[config.mk]
export PLATFORM = sky130hd
export DESIGN_NAME = width_bridge
export DESIGN_NICKNAME = d
export VERILOG_FILES = /design/src/rtl/wb_pkg.sv /design/src/rtl/wb_rst_sync.sv /design/src/rtl/wb_sequencer.sv /design/src/rtl/wb_request_reg.sv /design/src/rtl/wb_lane_mux.sv /design/src/rtl/wb_read_assembler.sv /design/src/rtl/width_bridge.sv
export SDC_FILE = /design/constraint.sdc
export NUM_CORES = 1
export LEC_CHECK = 0
export BUFFER_PORTS_ARGS = -buffer_cell sky130_fd_sc_hd__buf_2
export CORE_ASPECT_RATIO = 0.9
export CORE_UTILIZATION = 50
export CTS_CLUSTER_DIAMETER = 60
export CTS_CLUSTER_SIZE = 12
export DETAILED_ROUTE_END_ITERATION = 12
export GPL_TIMING_DRIVEN = 0
export HOLD_SLACK_MARGIN = 0.12
export PLACE_DENSITY = 0.84
export RECOVER_POWER = 25
export SYNTH_ARGS = -nofsm -noshare
export SYNTH_HDL_FRONTEND = slang
export SYNTH_SLANG_ARGS = --single-unit
[constraint.sdc]
create_clock -name clk -period 2.5 [get_ports clk]
set_clock_uncertainty 0.05 [all_clocks]
set_input_delay 0.375 -clock clk [delete_from_list [all_inputs] [get_ports clk]]
set_output_delay 0.375 -clock clk [all_outputs]
set_load 0.005 [all_outputs]
[src/rtl/wb_pkg.sv]
package wb_pkg;
  typedef enum logic [1:0] {
    ST_IDLE = 2'd0,
    ST_XFER = 2'd1,
    ST_DONE = 2'd2
  } wb_state_e;
endpackage

[src/rtl/wb_rst_sync.sv]
module wb_rst_sync (
  input  logic clk,
  input  logic rst_n,
  output logic rst_n_sync
);
  logic [1:0] sync_q;

  always_ff @(posedge clk or negedge rst_n) begin
    if (!rst_n) sync_q <= 2'b00;
    else        sync_q <= {sync_q[0], 1'b1};
  end

  assign rst_n_sync = sync_q[1];
endmodule

[src/rtl/wb_sequencer.sv]
module wb_sequencer #(
  parameter int BEATS = 2,
  localparam int CW = (BEATS > 1) ? $clog2(BEATS) : 1
) (
  input  logic          clk,
  input  logic          rst_n,
  input  logic          req_valid,
  input  logic          full_q,
  input  logic          mem_ack,
  output logic          accept,
  output logic          ack_beat,
  output logic [CW-1:0] beat,
  output logic          mem_req,
  output logic          done
);
  import wb_pkg::*;

  localparam logic [CW-1:0] LAST_BEAT = CW'(BEATS - 1);

  wb_state_e     state_q, state_n;
  logic [CW-1:0] beat_q, beat_n;
  logic          last;

  // A byte access ends after its first beat; a word access after the last lane.
  assign last     = !full_q || (beat_q == LAST_BEAT);
  assign accept   = (state_q == ST_IDLE) && req_valid;
  assign ack_beat = (state_q == ST_XFER) && mem_ack;

  always_comb begin
    state_n = state_q;
    beat_n  = beat_q;
    case (state_q)
      ST_IDLE: begin
        if (req_valid) begin
          state_n = ST_XFER;
          beat_n  = '0;
        end
      end
      ST_XFER: begin
        if (mem_ack) begin
          if (last) state_n = ST_DONE;
          else      beat_n  = beat_q + CW'(1);
        end
      end
      ST_DONE: state_n = ST_IDLE;
      default: state_n = ST_IDLE;
    endcase
  end

  always_ff @(posedge clk or negedge rst_n) begin
    if (!rst_n) begin
      state_q <= ST_IDLE;
      beat_q  <= '0;
    end else begin
      state_q <= state_n;
      beat_q  <= beat_n;
    end
  end

  assign beat    = beat_q;
  assign mem_req = (state_q == ST_XFER);
  assign done    = (state_q == ST_DONE);
endmodule

[src/rtl/wb_request_reg.sv]
module wb_request_reg #(
  parameter int AW = 16,
  parameter int W  = 16
) (
  input  logic          clk,
  input  logic          rst_n,
  input  logic          load_en,
  input  logic          req_write,
  input  logic          req_size,
  input  logic          cfg_big_endian,
  input  logic [AW-1:0] req_addr,
  input  logic [W-1:0]  req_wdata,
  output logic          write_q,
  output logic          full_q,
  output logic          big_q,
  output logic [AW-1:0] addr_q,
  output logic [W-1:0]  wdata_q
);
  always_ff @(posedge clk or negedge rst_n) begin
    if (!rst_n) begin
      write_q <= 1'b0;
      full_q  <= 1'b0;
      big_q   <= 1'b0;
      addr_q  <= '0;
      wdata_q <= '0;
    end else if (load_en) begin
      write_q <= req_write;
      full_q  <= req_size;
      big_q   <= cfg_big_endian;
      addr_q  <= req_addr;
      wdata_q <= req_wdata;
    end
  end
endmodule

[src/rtl/wb_lane_mux.sv]
module wb_lane_mux #(
  parameter int AW = 16,
  parameter int W  = 16,
  parameter int B  = 8,
  localparam int BEATS = W / B,
  localparam int CW = (BEATS > 1) ? $clog2(BEATS) : 1
) (
  input  logic [CW-1:0] beat,
  input  logic          full_q,
  input  logic          big_q,
  input  logic [AW-1:0] addr_q,
  input  logic [W-1:0]  wdata_q,
  output logic [CW-1:0] lane,
  output logic [AW-1:0] mem_addr,
  output logic [B-1:0]  mem_wdata
);
  logic [B-1:0] lanes [BEATS];

  for (genvar g = 0; g < BEATS; g++) begin : g_split
    assign lanes[g] = wdata_q[g*B +: B];
  end

  // Byte access always uses lane 0; word access walks lanes up or down.
  always_comb begin
    if (!full_q)    lane = '0;
    else if (big_q) lane = CW'(BEATS - 1) - beat;
    else            lane = beat;
  end

  assign mem_addr  = addr_q + AW'(beat);
  assign mem_wdata = lanes[lane];
endmodule

[src/rtl/wb_read_assembler.sv]
module wb_read_assembler #(
  parameter int W = 16,
  parameter int B = 8,
  localparam int BEATS = W / B,
  localparam int CW = (BEATS > 1) ? $clog2(BEATS) : 1
) (
  input  logic          clk,
  input  logic          rst_n,
  input  logic          clear,
  input  logic          capture,
  input  logic [CW-1:0] lane,
  input  logic [B-1:0]  mem_rdata,
  output logic [W-1:0]  rdata
);
  for (genvar g = 0; g < BEATS; g++) begin : g_lane
    logic [B-1:0] part_q, part_n;
    logic         part_en;

    assign part_en = clear || (capture && (lane == CW'(g)));

    always_comb begin
      part_n = part_q;
      if (clear)        part_n = '0;
      else if (part_en) part_n = mem_rdata;
    end

    always_ff @(posedge clk or negedge rst_n) begin
      if (!rst_n)       part_q <= '0;
      else if (part_en) part_q <= part_n;
    end

    assign rdata[g*B +: B] = part_q;
  end
endmodule

[src/rtl/width_bridge.sv]
module width_bridge #(
  parameter int AW = 16,
  parameter int W  = 16,
  parameter int B  = 8,
  localparam int BEATS = W / B,
  localparam int CW = (BEATS > 1) ? $clog2(BEATS) : 1
) (
  input  logic          clk,
  input  logic          rst_n,
  input  logic          cfg_big_endian,
  input  logic          req_valid,
  input  logic          req_write,
  input  logic          req_size,
  input  logic [AW-1:0] req_addr,
  input  logic [W-1:0]  req_wdata,
  output logic [W-1:0]  rdata,
  output logic          done,
  output logic          mem_req,
  output logic          mem_write,
  output logic [AW-1:0] mem_addr,
  output logic [B-1:0]  mem_wdata,
  input  logic          mem_ack,
  input  logic [B-1:0]  mem_rdata
);
  logic          rst_n_int;
  logic          accept, ack_beat;
  logic [CW-1:0] beat, lane;
  logic          write_q, full_q, big_q;
  logic [AW-1:0] addr_q;
  logic [W-1:0]  wdata_q;

  wb_rst_sync u_rst (
    .clk(clk), .rst_n(rst_n), .rst_n_sync(rst_n_int)
  );

  wb_sequencer #(.BEATS(BEATS)) u_seq (
    .clk(clk), .rst_n(rst_n_int), .req_valid(req_valid), .full_q(full_q),
    .mem_ack(mem_ack), .accept(accept), .ack_beat(ack_beat), .beat(beat),
    .mem_req(mem_req), .done(done)
  );

  wb_request_reg #(.AW(AW), .W(W)) u_reqr (
    .clk(clk), .rst_n(rst_n_int), .load_en(accept), .req_write(req_write),
    .req_size(req_size), .cfg_big_endian(cfg_big_endian), .req_addr(req_addr),
    .req_wdata(req_wdata), .write_q(write_q), .full_q(full_q), .big_q(big_q),
    .addr_q(addr_q), .wdata_q(wdata_q)
  );

  wb_lane_mux #(.AW(AW), .W(W), .B(B)) u_mux (
    .beat(beat), .full_q(full_q), .big_q(big_q), .addr_q(addr_q),
    .wdata_q(wdata_q), .lane(lane), .mem_addr(mem_addr), .mem_wdata(mem_wdata)
  );

  wb_read_assembler #(.W(W), .B(B)) u_asm (
    .clk(clk), .rst_n(rst_n_int), .clear(accept),
    .capture(ack_beat && !write_q), .lane(lane), .mem_rdata(mem_rdata),
    .rdata(rdata)
  );

  assign mem_write = write_q;
endmodule

Word-level counts from Yosys, hierarchy flattened --
Cells that the tools add are included.
Word-level totals: output and inout port bits 43, register bits 56, logic and storage cells 50, input bits 47
Cells by class: muxes and demuxes 14, equality and inequality tests 6, magnitude comparators 1, add/subtract/negate cells 3, reductions and logical operators 14, bitwise gates (word level) 2
Operators by type and width (count):
- $mux W8 | 4
- $add A16 B1 Y16 | 1
- $mux W2 | 3
- $logic_and A1 B1 Y1 | 5
- $mux W1 | 5
- $ne A2 B1 Y1 const B | 2
- $ne A2 B2 Y1 const B | 2
- $pmux W2 S2 | 1
- $reduce_and A4 Y1 | 1
- $logic_or A1 B1 Y1 | 3
- $reduce_and A3 Y1 | 1
- $eq A2 B1 Y1 const B | 1
- $eq A2 B2 Y1 const B | 1
- $ge A2 B2 Y1 const B | 1
- $logic_not A1 Y1 | 2
- $logic_not A2 Y1 | 1
- $not A1 Y2 | 1
- $pmux W1 S2 | 1
- $reduce_bool A2 Y1 | 1
- $add A1 B1 Y1 const B | 1
- $not A1 Y1 | 1
- $sub A1 B1 Y1 const A | 1

Longest topological paths before layout --
depth in word-level cells 7, depth in mapped cells 5, depth with buffers taken out 5

By module --
From an unflattened synthesis, not the netlist that was laid out.
Second synthesis, totals: cell total of the unflattened synthesis 212, area total of the unflattened synthesis 2881.5 sq um
Modules (own cells, without submodules):
- wb_request_reg | area each 1453.9 sq um, sequential area each 875.8 sq um, cells each 74, times used 1
- wb_read_assembler | area each 763.2 sq um, sequential area each 400.4 sq um, cells each 63, times used 1
- wb_lane_mux | area each 442.9 sq um, sequential area each 0.0 sq um, cells each 56, times used 1
- wb_sequencer | area each 153.9 sq um, sequential area each 75.1 sq um, cells each 15, times used 1
- wb_rst_sync | area each 53.8 sq um, sequential area each 50.0 sq um, cells each 3, times used 1
- width_bridge | area each 13.8 sq um, sequential area each 0.0 sq um, cells each 1, times used 1

Least setup slack after synthesis --
No wires, ideal clock.
path type register to output, from register u_seq.beat_q, in the netlist u_seq.beat, to output mem_addr[12], cell stages (with the launch flop) 6, required time 2.075 ns, arrival 1.340 ns, setup slack 0.735 ns, buffers on the path 0, cells stage by stage dfrtp_1 > ha_1 > ha_1 > nand2_1 > nor4_1 > xor2_1
On the way: word-level cells in the longest chain between the ends 1
RTL lines:
- start: declaration | line wb_sequencer.sv:21 | logic [CW-1:0] beat_q, beat_n;
- start signal: assignment | line wb_sequencer.sv:56 | beat_q <= beat_n;
- $add A16 B1 Y16 | line wb_lane_mux.sv:30 | assign mem_addr = addr_q + AW'(beat);
- end: declaration | line width_bridge.sv:20 | output logic [AW-1:0] mem_addr,
No other way between the ends.

Worst setup path in the final report --
from register u_seq.beat_q, in the netlist u_seq.beat, to output mem_addr[14]
The elaborated chain is that of the path after synthesis.

==> flow_summary.toml <==
[yosys]
avgSynthCellArea_um2 = 9.45
syn-num-nets = 330
ys_warn_count = 0
ys_types = 31
synthCells = 280
seq_area_frac_synth = 0.530
synth_area_um2 = 2650
ys_seq_elements = 56

[power]
p_total_uw = 3750
p_sw_frac = 0.385
comb_power_share = 0.419
max-vdd-ir-drop_mv = 0.586
p_switching_uw = 1440
power_frac_clock = 0.158
p_int_uw = 2300
p_per_area_nw_per_um2 = 1130
leakage_uw = 0.00185
seqPwrFrac = 0.423

[critical_path]
reg2reg_setup_slack_ns = 0.77
reg2reg_to = "u_seq.beat$_DFFE_PN0P_"
arrival_ns = 1.83
crit_end = "mem_addr[14]"
crit_required_ns = 2.08
path_max_fanout = 6
crit_start = "u_seq.beat$_DFFE_PN0P_"
crit_path_end_kind = "output pin"
cp-start-kind = "register"
r2r_start = "u_rst.sync_q[1]$_DFF_PN0_"
r2r_cells = 1
path_class = "reg2out"

[clock_network]
clk_latency_ns = 0.31
cts.sinks = 56
htree_levels = 2
clkTransAtPathRegs_ns = 0.10
cts.path.max_buffers = 2
root_buffer = "clkbuf_8"
cts_tree = "built"
numCtsBuffers = 5

[floorplanning]
start_util = 0.534
io_pins = 90
fp.coreArea_um2 = 4950
die_h_um = 71.0
rows = 24
dieArea_um2 = 5590
die_w_um = 78.7

[drt]
dr.pass1.iters = 4
highest_layer = "met4"
wl_met1_mm = 2.69
drc_errors = 0
dr_total_vias = 2226
wl_per_cell_um = 13.8
dr_wl_met3_um = 296
drtAntennaViolNets = 0
dr_wl_met2_mm = 3.05
vias_per_cell = 5.01
drtIter0Drc = 94
routed_wl_mm = 6.12

[grt]
first_global_vias = 2222
grt_max_degree = 38
grt_usage = 0.241
grt_first_pass_wirelength_mm = 10.3
antenna_found_initial = 0
overflow = 0

[placed_design]
io_buffer_count = 89
postPlaceCellArea_um2 = 3190
dp_cells = 435
place.gp.congestion = 0.773
hpwl_mm = 4.52

[hold_path]
hold_path.class = "in2reg"
min_from = "req_addr[8]"

[timing]
slew_violations = 0
period_minus_slack_ns = 2.26
tns_ns = 0
finalHoldViolCount = 0
finalSetupViolCount = 0
fin_crit_sh = 0.904
fmax_ghz = 0.443
worst_slew_pin_slew_ns = 0.920
rsz0062_at_grt = "no"
slew_headroom = 0.387

[finish]
diodes = 0
layout.nets = 428
drive_above_1_share = 0.325
fin_area_um2 = 3310
area_delta_synth_final_pct = 25.2
post_layout_nonfiller_instances = 444

[flow_run]
cap_violations = 0

[status]
status = "completed"
[power groups by stage]
stage                     sequential, µW  combinational, µW  clock (µW)
after CTS                           1590               1580         594
after floorplan                     1560                975           0
final                               1590               1570         590
after detailed placement            1600               1570           0
after global routing                1640               1780         639
after global placement              1590               1500           0
[cell type report]
type	instances	area [µm²]
clock inverter	3	42.5
clock buffer	5	68.8
fill	418	1640
sequential	56	1400
timing repair buffer	91	459
buffer	15	77.6
multi-input combinational	198	1140
tap	65	81.3
inverter	11	41.3
[synth_stat cells (all sizes together)]
cell type | number | area share
nand2 | 112 | 0.16
dfrtp | 56 | 0.53
buf | 11 | 0.023
inv | 11 | 0.016
xor2 | 11 | 0.036
mux2 | 8 | 0.037
mux2i | 8 | 0.030
o311ai | 8 | 0.026
o31ai | 8 | 0.023
nand3 | 6 | 0.011
nor4 | 5 | 0.012
xnor2 | 5 | 0.017
clkbuf | 4 | 0.0061
nor2 | 4 | 0.0057
o21ai | 4 | 0.0076
ha | 3 | 0.014
nand4 | 3 | 0.013
nor3 | 3 | 0.0057
a21o | 2 | 0.0057
nor2b | 2 | 0.0047
nor3b | 2 | 0.0057
a31oi | 1 | 0.0024
conb | 1 | 0.0014
nand4bb | 1 | 0.0043
or3b | 1 | 0.0033
[layout by cell type, fill, tap and decap left out, drive strengths merged, types with 5 or more instances in the layout]
| master | instances |
|---|---|
| xnor2 | 5 |
| nand3 | 6 |
| o311ai | 8 |
| o31ai | 8 |
| inv | 11 |
| clkbuf | 11 |
| nand2 | 112 |
| mux2 | 8 |
| mux2i | 8 |
| nor4 | 5 |
| xor2 | 11 |
| dfrtp | 56 |
| buf | 99 |
[per-layer routing]
layer / GRT usage / vias to the layer above
met3: 0.0452 / 7
met4: 0.0782 / 0
li1: - / 1113
met5: 0 / -
met2: 0.408 / 60
met1: 0.313 / 1046
[worst min path at each step]
stage / to / cells past startpoint
finish: u_reqr.addr_q[8]$_DFFE_PN0P_ / 3
global route: u_reqr.addr_q[6]$_DFFE_PN0P_ / 3
CTS: u_reqr.wdata_q[8]$_DFFE_PN0P_ / 0
detailed placement: u_rst.sync_q[0]$_DFF_PN0_ / 1
global placement: u_rst.sync_q[0]$_DFF_PN0_ / 1
floorplan: u_rst.sync_q[0]$_DFF_PN0_ / 0
[per-stage QoR]
step	utilization	hold WS [ns]	worst slack, ns
floorplan	-	0.0294	0.735
detailed placement	0.645	0.112	0.370
finish	0.669	0.198	0.240
global route	0.669	0.194	0.0422
CTS	0.669	0.168	0.0167
global placement	0.640	0.111	0.194
[state kept, by name, summed over array words and instances (netlist names)]
name                 count
u_reqr.write_q           1
u_seq.beat               1
u_reqr.addr_q           16
u_reqr.big_q             1
u_reqr.full_q            1
u_reqr.wdata_q          16
u_seq.state_q            2
u_rst.sync_q             2
u_asm.g_lane.part_q     16
[worst max-delay path, stage by stage (launching register included)]
cell	delay, ns
dfrtp_2	0.44
ha_1	0.22
ha_1	0.23
nand2_2	0.12
nor4_2	0.19
xor2_1	0.19
buf_2	0.14
[cells by family after synthesis]
| family | after synthesis | share of synthesized area |
|---|---|---|
| simple gates | 139 | 0.225 |
| flops | 56 | 0.530 |
| buf+inv | 26 | 0.0449 |
| compound gates | 23 | 0.0648 |
| xor+xnor | 16 | 0.0530 |
| mux | 16 | 0.0671 |
| fa+ha+maj | 3 | 0.0142 |
| other cells | 1 | 0.00142 |
[timing repair]
action | CTS | global route
setup buffers | 0 | 0
hold buffers | 1 | 0
gates resized for setup | 0 | 4
endpoints found under the setup margin | 0 | 4
endpoints found under the hold margin | 2 | 0
No activity file was read; power rests on OpenSTA's default activity.
